### config.mk
export PLATFORM = sky130hd
export DESIGN_NAME = tbl_lookup_seq
export DESIGN_NICKNAME = d
export VERILOG_FILES = /design/src/rtl/lkp_pkg.sv /design/src/rtl/lkp_decode.sv /design/src/rtl/lkp_ctrl.sv /design/src/rtl/tbl_lookup_seq.sv
export SDC_FILE = /design/constraint.sdc
export NUM_CORES = 1
export LEC_CHECK = 0
export BUFFER_PORTS_ARGS = -buffer_cell sky130_fd_sc_hd__buf_4
export CORE_UTILIZATION = 30
export DETAILED_ROUTE_END_ITERATION = 16
export PLACE_DENSITY = 0.83
export SYNTH_ARGS = -nofsm -noshare
export SYNTH_HDL_FRONTEND = slang
export SYNTH_SLANG_ARGS = --single-unit
### constraint.sdc
create_clock -name clk -period 3.39 [get_ports clk]
set_clock_uncertainty 0.2 [all_clocks]
set_input_delay 0 -clock clk [delete_from_list [all_inputs] [get_ports clk]]
set_output_delay 0 -clock clk [all_outputs]
set_load 0.03 [all_outputs]
### src/rtl/lkp_pkg.sv
package lkp_pkg;
  localparam int OP_W   = 10;
  localparam int PAGE_W = 5;
  localparam int A_W    = 4;
  localparam int D_W    = 3;
  localparam int ROM_W  = 10;
  localparam int PC_W   = PAGE_W + D_W + A_W;
  localparam logic [OP_W-PAGE_W-1:0] LOOKUP_PREFIX = 5'b00100;

  typedef enum logic [1:0] {
    ST_IDLE = 2'd0,
    ST_DATA = 2'd1,
    ST_RET  = 2'd2
  } lkp_st_e;

  function automatic logic is_lookup(input logic [OP_W-1:0] op);
    return op[OP_W-1:PAGE_W] == LOOKUP_PREFIX;
  endfunction

  function automatic logic [PC_W-1:0] table_addr(input logic [PAGE_W-1:0] page,
                                                  input logic [D_W-1:0] d,
                                                  input logic [A_W-1:0] a);
    return {page, d, a};
  endfunction

  function automatic logic [A_W-1:0] word_lo(input logic [ROM_W-1:0] w);
    return w[A_W-1:0];
  endfunction

  function automatic logic [A_W-1:0] word_hi(input logic [ROM_W-1:0] w);
    return w[2*A_W-1:A_W];
  endfunction

  function automatic logic [D_W-1:0] word_dval(input logic [ROM_W-1:0] w);
    return {1'b0, w[ROM_W-1:2*A_W]};
  endfunction
endpackage

### src/rtl/lkp_decode.sv
module lkp_decode
  import lkp_pkg::*;
(
  input  logic              instr_valid,
  input  logic [OP_W-1:0]   instr,
  input  logic              idle,
  output logic              hit,
  output logic [PAGE_W-1:0] page
);
  assign hit  = instr_valid && idle && is_lookup(instr);
  assign page = instr[PAGE_W-1:0];
endmodule

### src/rtl/lkp_ctrl.sv
module lkp_ctrl
  import lkp_pkg::*;
(
  input  logic clk,
  input  logic rst_n,
  input  logic hit,
  output logic idle,
  output logic t1,
  output logic t2,
  output logic t3
);
  lkp_st_e st_q, st_d;

  always_comb begin
    st_d = st_q;
    unique case (st_q)
      ST_IDLE: if (hit) st_d = ST_DATA;
      ST_DATA: st_d = ST_RET;
      ST_RET:  st_d = ST_IDLE;
      default: st_d = ST_IDLE;
    endcase
  end

  always_ff @(posedge clk) begin
    if (!rst_n) st_q <= ST_IDLE;
    else        st_q <= st_d;
  end

  assign idle = (st_q == ST_IDLE);
  assign t1   = hit;
  assign t2   = (st_q == ST_DATA);
  assign t3   = (st_q == ST_RET);
endmodule

### src/rtl/tbl_lookup_seq.sv
module tbl_lookup_seq
  import lkp_pkg::*;
#(
  parameter int DEPTH = 8,
  localparam int SP_W = $clog2(DEPTH)
) (
  input  logic              clk,
  input  logic              rst_n,
  input  logic              instr_valid,
  input  logic [OP_W-1:0]   instr,
  input  logic              tbl_dwr_en,
  input  logic [A_W-1:0]    acc_cur,
  input  logic [D_W-1:0]    dreg_cur,
  input  logic [PC_W-1:0]   pc_cur,
  input  logic [SP_W-1:0]   sp_cur,
  input  logic [PC_W-1:0]   stk_rdata,
  input  logic [ROM_W-1:0]  rom_data,
  output logic              rom_rd,
  output logic [PC_W-1:0]   rom_addr,
  output logic              stk_we,
  output logic [SP_W-1:0]   stk_waddr,
  output logic [PC_W-1:0]   stk_wdata,
  output logic [SP_W-1:0]   stk_raddr,
  output logic              sp_we,
  output logic [SP_W-1:0]   sp_wdata,
  output logic              pc_we,
  output logic [PC_W-1:0]   pc_wdata,
  output logic              a_we,
  output logic [A_W-1:0]    a_wdata,
  output logic              b_we,
  output logic [A_W-1:0]    b_wdata,
  output logic              d_we,
  output logic [D_W-1:0]    d_wdata,
  output logic              stk_ovf,
  output logic              busy,
  output logic              done
);
  logic              idle, t1, t2, t3, hit;
  logic [PAGE_W-1:0] page;
  logic [SP_W-1:0]   push_idx, slot_q;
  logic              dwr_q;

  lkp_decode u_dec (
    .instr_valid (instr_valid),
    .instr       (instr),
    .idle        (idle),
    .hit         (hit),
    .page        (page)
  );

  lkp_ctrl u_ctrl (
    .clk   (clk),
    .rst_n (rst_n),
    .hit   (hit),
    .idle  (idle),
    .t1    (t1),
    .t2    (t2),
    .t3    (t3)
  );

  assign push_idx = sp_cur + SP_W'(1);

  always_ff @(posedge clk) begin
    if (!rst_n) begin
      slot_q <= '0;
      dwr_q  <= 1'b0;
    end else if (t1) begin
      slot_q <= push_idx;
      dwr_q  <= tbl_dwr_en;
    end
  end

  // T1: address and push
  assign rom_rd    = t1;
  assign rom_addr  = table_addr(page, dreg_cur, acc_cur);
  assign stk_we    = t1;
  assign stk_waddr = push_idx;
  assign stk_wdata = pc_cur;
  assign stk_ovf   = t1 && (sp_cur == SP_W'(DEPTH - 1));

  // T2: register write-back
  assign a_we    = t2;
  assign a_wdata = word_lo(rom_data);
  assign b_we    = t2;
  assign b_wdata = word_hi(rom_data);
  assign d_we    = t2 && dwr_q;
  assign d_wdata = word_dval(rom_data);

  // T3: restore
  assign stk_raddr = slot_q;
  assign pc_we     = t3;
  assign pc_wdata  = stk_rdata;
  assign sp_we     = t1 || t3;
  assign sp_wdata  = t1 ? push_idx : slot_q - SP_W'(1);

  assign busy = t1 || t2 || t3;
  assign done = t3;
endmodule

==> run_results.csv <==
group,metric,value,unit
route,vias,684,
power_and_ir_drop,total_power,0.289,mW
global_route,antenna_found_initial,0,
critical_path,path_depth,5,
logic_synthesis,async_flop_share,0,%
die,die_w,51.9,microns
clocking,post-cts-setup-buffers,0,
die,die_y,51.9,microns
timing,hold_viol_final,0,
die,rows,17,
timing,fmax,403,MHz
critical_path,startpoint_type,"flop",
logic_synthesis,synth_common_cells,"buf_4 (50), nand2_1 (7), dfxtp_1 (6), inv_1 (4)",
logic_synthesis,syn_nets,156,
global_route,grt_usage,13.8,%
clocking,cts.reportedPaths.clkPinSlew,40,ps
power_and_ir_drop,peakVddDrop,0.000195,V
logic_synthesis,synth_edf_count,0,
critical_path,cp_max_fo,8,
logic_synthesis,syn_avg_cell_area,7.86,sq um
timing,setup-violations-final,0,
job,drv_cap,0,
power_and_ir_drop,leakagePower,0.542,nW
global_route,grt_overflow_total,0,
route,wl_per_cell,13.3,microns
die,num_io_pins,124,
logic_synthesis,synthesis.area,747,sq um
die,start_util,32.8,%
clocking,cts_resized,0,
logic_synthesis,ys_ff_latch,6,
logic_synthesis,synthTopCellsByArea,"buf_4 (50%), dfxtp_1 (16%), ha_1 (5.0%)",
logic_synthesis,synthFlopType,"dfxtp_1",
critical_path,rrSetupSlack,910,ps
clocking,cts_tree,"built",
critical_path,rr_worst_depth,5,
timing,finalSetupTns,0,ps
die,core,2280,sq um
critical_path,crit_chain,"or4_4, or3_1, inv_2, mux2i_1, dlygate4sd3_1",
critical_path,endpoint_kind,"flop",
run_status,outcome,"complete, no violations",
critical_path,critical_path.endpoint,"dwr_q$_SDFFE_PN0P_",
timing,fin_crit_sh,73.2,%
logic_synthesis,ys.warnings.count,0,
global_route,grt_first_pass_wirelength,2.56,mm
logic_synthesis,synth_top_area_share,50.3,%
timing,slew_violations,0,
finish,antenna_cells,0,
clocking,clock_latency,240,ps
finish,drive_gt1_share,30.2,%
logic_synthesis,yosysTopAreaCell,"buf_4",
logic_synthesis,syn_inst,95,
finish,syn_to_final_growth,53.4,%
timing,rsz0062_at_grt,"no",
route,vias_per_cell,4.44,
clocking,htree_levels,1,
power_and_ir_drop,power.density,252,nW/um^2
logic_synthesis,yosysSeqAreaShare,16.1,%
route,first_pass_iters,2,
clocking,cts_sinks,6,
critical_path,r2r-end,"dwr_q$_SDFFE_PN0P_",
timing,fin_crit,2480,ps
critical_path,slowest_delay,550,ps
critical_path,critPathSlowestCell,"dlygate4sd3_1",
critical_path,crit_start,"u_ctrl.st_q[0]$_SDFFE_PN0P_",
critical_path,cp.required,3380,ps
placement,dp_hpwl,1.30,mm
critical_path,crit_buf_inv,2,
critical_path,cp_top_family,"simple AND/OR/NAND/NOR gates",
clocking,cts_buffer_depth,2,
route,routed_wl,2.04,mm
placement,io_buffers,30,
logic_synthesis,ys_types,22,
worst_hold_path,hold_class,"input port to flop",
global_route,grt_max_degree,9,
placement,gp_congestion,0.721,
clocking,root_buffer,"clkbuf_4",
critical_path,critical_path_class,"flop to flop",
die,die_area,2690,sq um
critical_path,timing.rr.start,"u_ctrl.st_q[0]$_SDFFE_PN0P_",
critical_path,crit_arrival,2470,ps
clocking,cts_buffers,3,
global_route,grt_pass1_vias,640,
logic_synthesis,yosysMostFrequentCell,"buf_4",
route,drc,0,
route,ant_nets,0,
finish,nets,189,
route,first_iter_violations,3,
[metrics by stage]
step | setup slack [ps] | hold slack [ps] | cells | util (%) | instance area (sq um)
2_1_floorplan | 1380 | -82.7 | 95 | - | 747
3_3_place_gp | 1450 | -200 | 101 | 27.4 | 623
3_5_place_dp | 1410 | -200 | 101 | 27.4 | 623
4_1_cts | 924 | 21.6 | 154 | 50.4 | 1150
5_1_grt | 826 | 49.9 | 154 | 50.4 | 1150
6_report | 909 | 20.0 | 154 | 50.4 | 1150
[final cells by class]
class	count	area [sq um]
Sequential cell	6	120
Tap cell	28	35.0
Clock buffer	3	22.5
Fill cell	208	1130
Inverter	5	18.8
Multi-Input combinational cell	32	224
Timing Repair Buffer	80	726
[worst min path at each step]
stage	startpoint	to	cells after the start
4_1_cts	sp_cur[1]	stk_raddr[1]$_SDFFE_PN0P_	4
3_3_place_gp	rom_data[4]	b_wdata[0]	0
3_5_place_dp	rom_data[4]	b_wdata[0]	0
2_1_floorplan	sp_cur[0]	stk_waddr[0]	1
6_report	sp_cur[1]	stk_raddr[1]$_SDFFE_PN0P_	4
5_1_grt	sp_cur[1]	stk_raddr[1]$_SDFFE_PN0P_	4
[logic make-up after synthesis]
family / Yosys count / share of synthesized area [%]
other: 1 / 0.502
muxes: 4 / 6.03
adders and majority gates: 3 / 5.03
xor gates and xnor gates: 1 / 1.17
and+or+nand+nor: 20 / 14.9
AOI/OAI and AO/OA: 3 / 2.35
DFF: 6 / 16.1
buffers and inverters: 57 / 53.9
[worst register-to-register path, stage by stage (launching register included)]
cell           delay [ps]
dfxtp_1               310
or4_4                 540
or3_1                 440
inv_2                 190
mux2i_1               200
dlygate4sd3_1         560
[what timing repair did]
item / 4_1_cts / 5_1_grt
hold buffers: 50 / 0
hold endpoints to repair: 52 / 0
endpoints found under the setup margin: 0 / 0
[placed cells by master (no fill, tap or decap)]
cell type / netlist / routed
nor4_1: 2 / 2
a21oi_1: 2 / 2
nand2_1: 7 / 7
and2_1: 3 / 3
conb_1: 1 / 1
a211oi_1: 1 / 1
inv_2: 1 / 1
or3_1: 2 / 2
or4_4: 1 / 1
and2b_1: 1 / 1
nor2_1: 1 / 1
inv_1: 4 / 4
xor2_1: 1 / 1
nor2b_1: 1 / 1
mux2_4: 1 / 1
dfxtp_1: 6 / 6
or2_2: 2 / 2
ha_1: 3 / 3
buf_4: 50 / 30
clkbuf_4: 0 / 3
dlygate4sd3_1: 0 / 50
mux2i_1: 3 / 3
[sequential cells by signal, indices dropped and copies added (netlist names)]
signal / count
dwr_q: 1
stk_raddr: 3
u_ctrl.st_q: 2
[routing by layer]
metal  part of all wire [%]  GRT usage (%)
met5                      0              0
met4                    2.1           9.91
met3                     12           3.80
met2                     60           29.9
met1                     26           9.12
[report_power, final]
part	switching (mW)	total, mW	leakage [nW]	internal (mW)
clock network	0.0247	0.0647	0.0138	0.0400
logic	0.0936	0.152	0.480	0.0589
registers	0.000399	0.0718	0.0484	0.0714
Power figures use the tool's default switching activity.
